<file path="src/rtl/spi_cs_seq_pkg.sv">
package spi_cs_seq_pkg;
    localparam int DIV_W  = 4;
    localparam int DLY_W  = 8;
    localparam int CS_W   = 4;
    localparam int EDGES  = 16;
    localparam int EDGE_W = $clog2(EDGES);
    localparam int CNT_W  = $clog2((1 << DLY_W) + (1 << (DIV_W + 1)));

    typedef enum logic [2:0] {
        ST_IDLE, ST_SWITCH, ST_LEAD, ST_HOLD, ST_SHIFT, ST_LAG, ST_GUARD
    } seq_state_e;

    typedef struct packed {
        logic [DIV_W-1:0] div;
        logic             cpol;
        logic             cpha;
        logic [CS_W-1:0]  sel;
        logic             dec_en;
        logic [DLY_W-1:0] t_lead;
        logic [DLY_W-1:0] t_lag;
        logic [DLY_W-1:0] t_gap;
        logic [DLY_W-1:0] t_switch;
    } seq_cfg_t;

    // Counter load for "extra + one serial period" cycles: t + 2*(div+1) - 1
    function automatic logic [CNT_W-1:0] guard_load(input logic [DLY_W-1:0] t,
                                                    input logic [DIV_W-1:0] div);
        return CNT_W'(t) + (CNT_W'(div) << 1) + CNT_W'(1);
    endfunction

    function automatic logic [CS_W-1:0] select_lines(input logic [CS_W-1:0] sel,
                                                     input logic dec_en);
        logic [CS_W-1:0] lines;
        if (dec_en) begin
            lines = sel;
        end else begin
            lines = '1;
            for (int i = 0; i < CS_W; i++) begin
                if (sel == CS_W'(i)) lines[i] = 1'b0;
            end
        end
        return lines;
    endfunction
endpackage

</file>
<file path="src/rtl/spi_cs_cfg_latch.sv">
module spi_cs_cfg_latch
    import spi_cs_seq_pkg::*;
(
    input  logic     clk,
    input  logic     rst,
    input  logic     en,
    input  seq_cfg_t cfg_in,
    output seq_cfg_t cfg_q
);
    always_ff @(posedge clk) begin
        if (rst)      cfg_q <= '0;
        else if (!en) cfg_q <= cfg_in;
    end

    // configuration frozen while enabled
    a_r11_cfg_frozen: assert property (@(posedge clk) disable iff (rst)
        en |=> $stable(cfg_q));
endmodule

</file>
<file path="src/rtl/spi_cs_sclk_gen.sv">
module spi_cs_sclk_gen
    import spi_cs_seq_pkg::*;
(
    input  logic             clk,
    input  logic             rst,
    input  logic             abort,
    input  logic             launch,
    input  logic [DIV_W-1:0] div,
    input  logic             cpol,
    input  logic             cpha,
    output logic             sclk,
    output logic             sample_stb,
    output logic             busy,
    output logic             last_edge
);
    logic [DIV_W-1:0]  half_cnt;
    logic [EDGE_W-1:0] edge_cnt;
    logic              sclk_q;
    logic              tick;

    assign tick      = busy && (half_cnt == '0);
    assign last_edge = tick && (edge_cnt == EDGE_W'(EDGES - 1));
    assign sclk      = busy ? sclk_q : cpol;

    always_ff @(posedge clk) begin
        if (rst || abort) begin
            busy       <= 1'b0;
            half_cnt   <= '0;
            edge_cnt   <= '0;
            sclk_q     <= 1'b0;
            sample_stb <= 1'b0;
        end else begin
            sample_stb <= 1'b0;
            if (launch) begin
                busy     <= 1'b1;
                half_cnt <= div;
                edge_cnt <= '0;
                sclk_q   <= cpol;
            end else if (busy) begin
                if (tick) begin
                    sclk_q     <= ~sclk_q;
                    half_cnt   <= div;
                    edge_cnt   <= edge_cnt + 1'b1;
                    sample_stb <= (edge_cnt[0] == cpha);
                    if (last_edge) busy <= 1'b0;
                end else begin
                    half_cnt <= half_cnt - 1'b1;
                end
            end
        end
    end

    // level holds until the half-period count expires
    a_r1_hold_level: assert property (@(posedge clk) disable iff (rst)
        (busy && !tick && !abort) |=> $stable(sclk));
endmodule

</file>
<file path="src/rtl/spi_cs_seq_fsm.sv">
module spi_cs_seq_fsm
    import spi_cs_seq_pkg::*;
(
    input  logic             clk,
    input  logic             rst,
    input  logic             en,
    input  logic [DIV_W-1:0] div,
    input  logic [CS_W-1:0]  sel,
    input  logic [DLY_W-1:0] t_lead,
    input  logic [DLY_W-1:0] t_lag,
    input  logic [DLY_W-1:0] t_gap,
    input  logic [DLY_W-1:0] t_switch,
    input  logic             start,
    input  logic             byte_req,
    input  logic             xfer_end,
    input  logic             byte_done,
    output logic             launch,
    output logic             cs_act,
    output logic             hold,
    output logic             idle
);
    seq_state_e       state;
    logic [CNT_W-1:0] cnt;
    logic [CS_W-1:0]  last_sel;
    logic             has_prev;
    logic             cnt_zero;
    logic             need_switch;

    assign cnt_zero    = (cnt == '0);
    assign need_switch = has_prev && (sel != last_sel);
    assign launch      = en && (state == ST_HOLD) && byte_req && !xfer_end;
    assign cs_act      = (state == ST_LEAD) || (state == ST_HOLD) ||
                         (state == ST_SHIFT) || (state == ST_LAG);
    assign hold        = (state == ST_HOLD);
    assign idle        = (state == ST_IDLE);

    always_ff @(posedge clk) begin
        if (rst) begin
            state    <= ST_IDLE;
            cnt      <= '0;
            last_sel <= '0;
            has_prev <= 1'b0;
        end else if (!en) begin
            state <= ST_IDLE;
            cnt   <= '0;
        end else begin
            case (state)
                ST_IDLE: if (start) begin
                    last_sel <= sel;
                    has_prev <= 1'b1;
                    if (need_switch) begin
                        state <= ST_SWITCH;
                        cnt   <= guard_load(t_switch, div);
                    end else begin
                        state <= ST_LEAD;
                        cnt   <= guard_load(t_lead, div);
                    end
                end
                ST_SWITCH: if (cnt_zero) begin
                    state <= ST_LEAD;
                    cnt   <= guard_load(t_lead, div);
                end else cnt <= cnt - 1'b1;
                ST_LEAD: if (cnt_zero) state <= ST_HOLD;
                         else cnt <= cnt - 1'b1;
                ST_HOLD: if (xfer_end) begin
                    state <= ST_LAG;
                    cnt   <= guard_load(t_lag, div);
                end else if (byte_req) state <= ST_SHIFT;
                ST_SHIFT: if (byte_done) state <= ST_HOLD;
                ST_LAG: if (cnt_zero) begin
                    state <= ST_GUARD;
                    cnt   <= guard_load(t_gap, div);
                end else cnt <= cnt - 1'b1;
                ST_GUARD: if (cnt_zero) state <= ST_IDLE;
                          else cnt <= cnt - 1'b1;
                default: state <= ST_IDLE;
            endcase
        end
    end

    // end request beats a simultaneous byte request
    a_r12_end_wins: assert property (@(posedge clk) disable iff (rst)
        (hold && en && xfer_end) |=> (state == ST_LAG));
    // start during the deselect guard does not select a device
    a_r8_guard_ignores_start: assert property (@(posedge clk) disable iff (rst)
        ((state == ST_GUARD) && en && start) |=> !cs_act);
    // the lag interval is entered only from the ready state
    a_r7_lag_after_hold: assert property (@(posedge clk) disable iff (rst)
        $rose(state == ST_LAG) |-> ($past(state) == ST_HOLD));
endmodule

</file>
<file path="src/rtl/spi_cs_sequencer.sv">
module spi_cs_sequencer
    import spi_cs_seq_pkg::*;
(
    input  logic             clk,
    input  logic             rst,
    input  logic             en,
    input  logic [DIV_W-1:0] cfg_div,
    input  logic             cfg_cpol,
    input  logic             cfg_cpha,
    input  logic [CS_W-1:0]  cfg_sel,
    input  logic             cfg_dec_en,
    input  logic [DLY_W-1:0] cfg_t_lead,
    input  logic [DLY_W-1:0] cfg_t_lag,
    input  logic [DLY_W-1:0] cfg_t_gap,
    input  logic [DLY_W-1:0] cfg_t_switch,
    input  logic             xfer_start,
    input  logic             byte_req,
    input  logic             xfer_end,
    output logic             sclk,
    output logic [CS_W-1:0]  cs_n,
    output logic             sample_stb,
    output logic             shift_rdy,
    output logic             idle
);
    seq_cfg_t cfg_in;
    seq_cfg_t cfg_q;
    logic     launch;
    logic     cs_act;
    logic     clk_busy;
    logic     last_edge;

    always_comb begin
        cfg_in.div      = cfg_div;
        cfg_in.cpol     = cfg_cpol;
        cfg_in.cpha     = cfg_cpha;
        cfg_in.sel      = cfg_sel;
        cfg_in.dec_en   = cfg_dec_en;
        cfg_in.t_lead   = cfg_t_lead;
        cfg_in.t_lag    = cfg_t_lag;
        cfg_in.t_gap    = cfg_t_gap;
        cfg_in.t_switch = cfg_t_switch;
    end

    spi_cs_cfg_latch u_cfg (
        .clk(clk), .rst(rst), .en(en), .cfg_in(cfg_in), .cfg_q(cfg_q)
    );

    spi_cs_seq_fsm u_fsm (
        .clk(clk), .rst(rst), .en(en),
        .div(cfg_q.div), .sel(cfg_q.sel),
        .t_lead(cfg_q.t_lead), .t_lag(cfg_q.t_lag),
        .t_gap(cfg_q.t_gap), .t_switch(cfg_q.t_switch),
        .start(xfer_start), .byte_req(byte_req), .xfer_end(xfer_end),
        .byte_done(last_edge), .launch(launch), .cs_act(cs_act),
        .hold(shift_rdy), .idle(idle)
    );

    spi_cs_sclk_gen u_sclk (
        .clk(clk), .rst(rst), .abort(!en), .launch(launch),
        .div(cfg_q.div), .cpol(cfg_q.cpol), .cpha(cfg_q.cpha),
        .sclk(sclk), .sample_stb(sample_stb), .busy(clk_busy),
        .last_edge(last_edge)
    );

    assign cs_n = cs_act ? select_lines(cfg_q.sel, cfg_q.dec_en) : '1;

    // no clock activity while no device is selected
    a_r2_sclk_idle_deselected: assert property (@(posedge clk) disable iff (rst)
        !cs_act |-> (sclk == cfg_q.cpol));
    // internal decode never drives more than one line low
    a_r5_onehot: assert property (@(posedge clk) disable iff (rst)
        (cs_act && !cfg_q.dec_en) |-> $onehot0(~cs_n));
    // idle implies released lines and a stopped clock
    a_r10_idle_quiet: assert property (@(posedge clk) disable iff (rst)
        idle |-> ((cs_n == '1) && !clk_busy));
    // shifting only happens with a device selected
    a_r6_shift_selected: assert property (@(posedge clk) disable iff (rst)
        clk_busy |-> cs_act);
endmodule

</file>
<file path="config.mk">
export PLATFORM = sky130hd
export DESIGN_NAME = spi_cs_sequencer
export DESIGN_NICKNAME = d
export VERILOG_FILES = /design/src/rtl/spi_cs_seq_pkg.sv /design/src/rtl/spi_cs_cfg_latch.sv /design/src/rtl/spi_cs_sclk_gen.sv /design/src/rtl/spi_cs_seq_fsm.sv /design/src/rtl/spi_cs_sequencer.sv
export SDC_FILE = /design/constraint.sdc
export NUM_CORES = 1
export LEC_CHECK = 0
export BUFFER_PORTS_ARGS = -buffer_cell sky130_fd_sc_hd__buf_4
export CAP_MARGIN = 20
export CORE_UTILIZATION = 35
export DETAILED_ROUTE_END_ITERATION = 12
export SLEW_MARGIN = 20
export SYNTH_ARGS = -nofsm -noshare
export SYNTH_HDL_FRONTEND = slang
export SYNTH_HIERARCHICAL = 1
export SYNTH_SLANG_ARGS = --single-unit
</file>
<file path="constraint.sdc">
create_clock -name clk -period 4.2 [get_ports clk]
set_clock_uncertainty 0.15 [all_clocks]
set_input_delay 0.21 -clock clk [delete_from_list [all_inputs] [get_ports clk]]
set_output_delay 0.21 -clock clk [all_outputs]
set_load 0.02 [all_outputs]
</file>
Word-level counts from Yosys, hierarchy flattened
Index checks and enable logic that the tools add are counted.
{"block": "totals", "input_bits": 49, "reg_bits": 71, "wordCells": 116, "output_inout_bits": 8}
{"block": "op_classes", "add_sub_neg": 11, "reduce_logical": 28, "n_eq_ne": 21, "n_bitwise": 4, "mux": 34}
{"operator": "9-bit 2-to-1 mux", "n": 6}
{"operator": "9-bit case mux with 5 select lines", "n": 1}
{"operator": "8-bit by 5-bit adder with 9-bit output", "n": 4}
{"operator": "9-bit by 1-bit adder with 9-bit output (second input constant)", "n": 4}
{"operator": "3-bit 2-to-1 mux", "n": 8}
{"operator": "3-bit case mux with 7 select lines", "n": 1}
{"operator": "4-bit 2-to-1 mux", "n": 5}
{"operator": "1-bit 2-to-1 mux", "n": 12}
{"operator": "3-bit equality test (second input constant)", "n": 3}
{"operator": "9-bit logical NOT", "n": 1}
{"operator": "9-bit by 1-bit subtractor with 9-bit output (second input constant)", "n": 1}
{"operator": "4-bit by 2-bit equality test with 1-bit output (second input constant)", "n": 2}
{"operator": "4-bit logical NOT", "n": 2}
{"operator": "2-bit by 1-bit != test with 1-bit output (second input constant)", "n": 4}
{"operator": "2-bit != test (second input constant)", "n": 4}
{"operator": "7-bit AND reduction", "n": 1}
{"operator": "3-bit by 2-bit equality test with 1-bit output (second input constant)", "n": 2}
{"operator": "1-bit logical AND", "n": 6}
{"operator": "2-bit OR reduction", "n": 3}
{"operator": "5-bit nonzero test", "n": 1}
{"operator": "4-bit by 1-bit adder with 4-bit output (second input constant)", "n": 1}
{"operator": "4-bit by 1-bit equality test with 1-bit output (second input constant)", "n": 1}
{"operator": "4-bit equality test (second input constant)", "n": 1}
{"operator": "1-bit logical OR", "n": 4}
{"operator": "14 further kinds", "n": 20}

Depth between registers and ports, before layout
{"block": "depth", "word_depth": 7, "ltp_mapped": 10, "mapped_depth_nobuf": 9}

Modules after synthesis
The synthesis kept the hierarchy.
{"mod": "spi_cs_seq_fsm", "area_per_inst_um2": 2512.4, "seq_area_each_um2": 340.3, "cells_each": 335, "instances": 1}
{"mod": "spi_cs_cfg_latch", "area_per_inst_um2": 1564.0, "seq_area_each_um2": 860.8, "cells_each": 139, "instances": 1}
{"mod": "spi_cs_sclk_gen", "area_per_inst_um2": 583.1, "seq_area_each_um2": 220.2, "cells_each": 61, "instances": 1}
{"mod": "spi_cs_sequencer", "area_per_inst_um2": 85.1, "seq_area_each_um2": 0.0, "cells_each": 13, "instances": 1}

Least setup slack after synthesis
Ideal clock, no wire load.
{"block": "synth_timing", "kind": "reg2reg", "startpoint": "register u_fsm.state[0]", "endpoint": "register u_sclk.half_cnt[3]", "stages_incl_launch_ff": 9, "synth_period_minus_slack_ns": 2.415, "setup_slack_ns": 1.785, "required_ns": 3.920, "path_buffers": 2, "setup_time_ns": 0.130, "arrival_time_ns": 2.135, "path_cell_list": "dfxtp_1 -> clkbuf_1 -> nand3b_1 -> nor3_1 -> or3_1 -> clkbuf_1 -> nor2_1 -> nand2_1 -> o21ai_0"}
{"block": "synth_via", "elab_chain_cells": 5, "elab_cells_between_ends": 6, "classes_between": "eq/ne (1); mux (1); reduce/logical (4)"}
{"element": "from (decl)", "line_no": "spi_cs_seq_fsm.sv:22", "rtl": "seq_state_e state;"}
{"element": "from (signal assigned)", "line_no": "spi_cs_seq_fsm.sv:39", "rtl": "state <= ST_IDLE;"}
{"element": "from (signal assigned)", "line_no": "spi_cs_seq_fsm.sv:44", "rtl": "state <= ST_IDLE;"}
{"element": "from (signal assigned)", "line_no": "spi_cs_seq_fsm.sv:52", "rtl": "state <= ST_SWITCH;"}
{"element": "3-bit by 2-bit equality test with 1-bit output (*)", "line_no": "spi_cs_seq_fsm.sv:31", "rtl": "assign launch = en && (state == ST_HOLD) && byte_req && !xfer_end;"}
{"element": "1-bit logical AND (*) (3 in a row)", "line_no": "spi_cs_seq_fsm.sv:31"}
{"element": "named net launch", "line_no": "spi_cs_sequencer.sv:27", "rtl": "logic launch;"}
{"element": "4-bit 2-to-1 mux or 2-bit nonzero test (tied branches)"}
{"element": "to (signal assigned)", "line_no": "spi_cs_sclk_gen.sv:36", "rtl": "half_cnt <= div;"}
{"element": "to (signal assigned)", "line_no": "spi_cs_sclk_gen.sv:42", "rtl": "half_cnt <= div;"}
{"element": "to (signal assigned)", "line_no": "spi_cs_sclk_gen.sv:47", "rtl": "half_cnt <= half_cnt - 1'b1;"}
{"element": "to (decl)", "line_no": "spi_cs_sclk_gen.sv:16", "rtl": "logic [DIV_W-1:0] half_cnt;"}
The timed path passes the listed nets; every way through them passes the cells marked *.
A chain may end at the register's enable or synchronous reset.

Worst setup path in the final report
{"block": "layout_timing", "startpoint": "register u_cfg/cfg_q[39] (netlist name)", "endpoint": "register u_fsm.cnt[5]"}
{"block": "layout_via", "elab_chain_cells": 5, "elab_cells_between_ends": 14, "classes_between": "add/sub (8); mux (6)"}
{"element": "8-bit by 5-bit adder with 9-bit output", "line_no": "spi_cs_seq_pkg.sv:28", "rtl": "return CNT_W'(t) + (CNT_W'(div) << 1) + CNT_W'(1);"}
{"element": "9-bit by 1-bit adder with 9-bit output", "line_no": "spi_cs_seq_pkg.sv:28"}
{"element": "9-bit 2-to-1 mux", "line_no": "spi_cs_seq_fsm.sv:51", "rtl": "if (need_switch) begin"}
{"element": "9-bit 2-to-1 mux", "line_no": "spi_cs_seq_fsm.sv:48", "rtl": "ST_IDLE: if (start) begin"}
{"element": "9-bit case mux with 5 select lines (*)", "line_no": "spi_cs_seq_fsm.sv:47", "rtl": "case (state)"}
{"element": "to (signal assigned)", "line_no": "spi_cs_seq_fsm.sv:53", "rtl": "cnt <= guard_load(t_switch, div);"}
{"element": "to (signal assigned)", "line_no": "spi_cs_seq_fsm.sv:56", "rtl": "cnt <= guard_load(t_lead, div);"}
{"element": "to (signal assigned)", "line_no": "spi_cs_seq_fsm.sv:61", "rtl": "cnt <= guard_load(t_lead, div);"}
{"element": "to (decl)", "line_no": "spi_cs_seq_fsm.sv:23", "rtl": "logic [CNT_W-1:0] cnt;"}
Mark *: on every way between the ends. The rest lies on a longest branch, timed or not. The select of a mux whose other input is x is not followed.

==> results.toml <==
[yosys]
yosysSeqAreaShare_pct = 30.0
synth_most_common_cell = "nor2_1"
ys_seq_elements = 71
synth_cells = 548
synth_nets = 621
ys_types = 77
yosysWarnings = 6
async_flop_share_pct = 0
synth.area.top_cells = "dfxtp_1 (30%), mux2i_1 (12%), nor2_1 (6.1%)"
synth_flop_cell = "dfxtp_1"
synth-edff-count = 0
postSynthAreaPerCell_um2 = 8.66
yosysTopAreaCellShare_pct = 30.0
synth_area_mm2 = 0.00474
post-synth-top-area-cell = "dfxtp_1"
netlist_top_cells_count = "nor2_1 (77), dfxtp_1 (71), mux2i_1 (57)"

[job]
drv_cap = 0

[placed_design]
dp_worst_setup_slack_ns = 1.16
place.gp.congestion = 0.994
port_buffers = 56
dp_hpwl_mm = 9.61

[critical_path]
arrival_ns = 3.16
worstReg2RegStart = "u_cfg/cfg_q[39]$_SDFFE_PP0N_"
reg2reg_slack_ns = 1.07
startpoint_type = "register"
end_kind = "register"
worstSetupPathType = "register to register"
timing.rr.end = "u_fsm/cnt[5]$_SDFFE_PP0P_"
critical_path.max_fanout = 9
cp.required_ns = 4.23
worstRegToRegCells = 7

[route]
ant_nets = 0
topRoutingLayerUsed = "met4"
drtIter0Drc = 330
wl_met1_mm = 6.08
drt_pre_antenna_iters = 9
viasPerCell = 5.40
route.met2.wl_mm = 6.25
post-route-drc-count = 2
wire_per_inst_um = 16.5
drt_wl_total_mm = 13.5
routed-via-count = 4397
met3_length_um = 698

[global_route]
gr-usage-all-layers_pct = 19.4
grt_max_degree = 54
overflow = 0
grt_pass1_vias = 4129
grt_pass1_wl_mm = 21.3
antenna_found_initial = 0

[cts]
root_buffer = "clkbuf_16"
cts_sinks = 71
clockBufferDepth = 2
clkTransAtPathRegs_ns = 0.06
htreeDepth = 3
cts_buffers = 9
postCtsSetupRepairBufs = 0
cts_tree = "done"
insertion_delay_ns = 0.34

[cells_and_area]
area_growth_pct = 25.3
antenna_cells = 0
drive_gt1_share_pct = 14.7
fin_nets = 707

[pwr]
comb_power_share_pct = 21.7
p_sw_w = 0.000570
seqPwrFrac_pct = 38.3
p_sw_share_pct = 28.6
clkPwrFrac_pct = 40.0
ir_worst_vdd_uv = 177
internal_power_w = 0.00142
p_leak_nw = 2.52
power_density_mw_per_mm2 = 335

[hold_path]
hold_depth = 3
worstHoldPathType = "primary input to register"
min_to = "u_cfg/cfg_q[42]$_SDFFE_PP0N_"
hold_path_startpoint = "en"

[sta]
maxClockFrequency_mhz = 320
worst_pin_slew_ns = 0.954
layout_setup_ws_ns = 1.07
finalMaxSlewViolations = 0
finalSetupTns_ns = 0
fin_crit_ns = 3.13
finalCritPeriodShare_pct = 74.5
slew_headroom_pct = 34.8
rsz0062_at_grt = "no"
setup_viol = 0
finalHoldViolations = 0

[floorplanning]
rows = 42
num_io_pins = 57
die_w_um = 118
fp.dieArea_mm2 = 0.0140
die_y_um = 118
initial_utilization_pct = 35.8
core-area_mm2 = 0.0132

[outcome]
violations = "design-rule violations"
status = "complete, but fails checks"
==> placed cells by master, fill, tap and decap left out, drive strengths merged, types with 3 or more instances in the layout <==
| cell | instances |
|---|---|
| nor2 | 78 |
| dfxtp | 71 |
| buf | 59 |
| mux2i | 57 |
| dlygate4sd3 | 43 |
| a21oi | 32 |
| o21ai | 31 |
| nand2 | 26 |
| ha | 20 |
| inv | 19 |
| xor2 | 14 |
| nor3 | 14 |
| clkbuf | 14 |
| xnor2 | 13 |
| a211oi | 12 |
| nand3 | 12 |
| nor2b | 7 |
| o21a | 7 |
| a21o | 6 |
| o2111ai | 6 |
| nor3b | 5 |
| o211ai | 5 |
| or3 | 5 |
| nor4 | 5 |
| o221ai | 5 |
| nand4 | 4 |
| o22ai | 4 |
| fa | 4 |
| o31a | 4 |
| nand3b | 3 |
| nand2b | 3 |
| o31ai | 3 |
| a31oi | 3 |
| o21bai | 3 |
| and2b | 3 |
| or4 | 3 |
==> how the worst max path moves through the flow <==
stage	start	cells after the start	to	slack [ns]
floorplan	u_fsm/state[0]$_SDFFE_PP0P_	8	u_sclk/half_cnt[3]$_SDFFE_PP0P_	1.79
global placement	u_cfg/cfg_q[39]$_SDFFE_PP0N_	7	u_fsm/cnt[5]$_SDFFE_PP0P_	1.16
detailed placement	u_cfg/cfg_q[39]$_SDFFE_PP0N_	7	u_fsm/cnt[5]$_SDFFE_PP0P_	1.16
CTS	u_cfg/cfg_q[39]$_SDFFE_PP0N_	7	u_fsm/cnt[5]$_SDFFE_PP0P_	1.15
global route	u_cfg/cfg_q[39]$_SDFFE_PP0N_	7	u_fsm/cnt[5]$_SDFFE_PP0P_	0.94
finish	u_cfg/cfg_q[39]$_SDFFE_PP0N_	7	u_fsm/cnt[5]$_SDFFE_PP0P_	1.07
==> cells by family (layout without fill, tap and decap cells) <==
| kind of cell | after synthesis | count (layout) | synth area share [%] |
|---|---|---|---|
| buffers and inverters | 47 | 138 | 5.85 |
| multiplexers | 58 | 58 | 12.3 |
| AND/OR/NAND/NOR | 181 | 181 | 19.8 |
| AO/OA/AOI/OAI | 140 | 140 | 20.2 |
| flip-flops | 71 | 71 | 30.0 |
| XOR/XNOR | 27 | 27 | 4.98 |
| adder cells (fa/ha/maj) | 24 | 24 | 6.96 |
==> worst max-delay path: stages, from the launching register on <==
cell and delay (ns):
dfxtp_1 0.66, ha_1 0.32, a21o_1 0.17, a21oi_1 0.27, o21ai_0 0.15, xnor2_1 0.20, a2111oi_0 0.88, o31ai_1 0.17
==> power by group through the flow <==
stage	sequential [W]	combinational [W]	clock, W
after floorplan	0.000750	0.000307	0
after detailed placement	0.000779	0.000392	0
after global placement	0.000776	0.000391	0
after global routing	0.000770	0.000472	0.000844
final	0.000764	0.000433	0.000797
after CTS	0.000764	0.000425	0.000811
==> sequential cells by signal (all words and copies together), names as in the netlist <==
signal and flops:
u_sclk/edge_cnt 4, u_sclk/sample_stb 1, u_fsm/cnt 9, u_fsm/last_sel 4, u_sclk/half_cnt 4, u_sclk/busy 1
u_fsm/has_prev 1, u_sclk/sclk_q 1, u_cfg/cfg_q 43, u_fsm/state 3
==> area by class of cell <==
| type | count | area [µm²] |
|---|---|---|
| fillers | 1275 | 7300 |
| multi-input cells | 430 | 3050 |
| flip-flops and latches | 71 | 1420 |
| repair buffers | 102 | 873 |
| clock buffers | 14 | 274 |
| well taps | 176 | 220 |
| inverters | 20 | 75.1 |
| clock inverters | 2 | 37.5 |
==> metal layers <==
layer  vias to the layer above  track usage (%)
li1                       2188                -
met1                      2037             25.3
met5                         -                0
met4                         0             7.36
met3                        32             3.67
met2                       140             31.7
==> stage by stage <==
step	util, %	hold slack [ns]	cells	power (W)	cell area [µm²]
2_1_floorplan	-	0.129	548	0.00106	4740
3_3_place_gp	39.3	0.289	756	0.00117	5200
3_5_place_dp	39.3	0.297	756	0.00117	5200
4_1_cts	44.9	0.0786	815	0.00200	5950
5_1_grt	44.9	0.104	815	0.00209	5950
6_report	44.9	0.0835	815	0.00199	5950
==> what timing repair did <==
action | in CTS | in global routing
endpoints found under the setup margin | 0 | 0
hold endpoints to repair | 43 | 0
hold buffers | 43 | 0
resized for setup | 0 | 0
No activity file was read; power rests on OpenSTA's default activity.
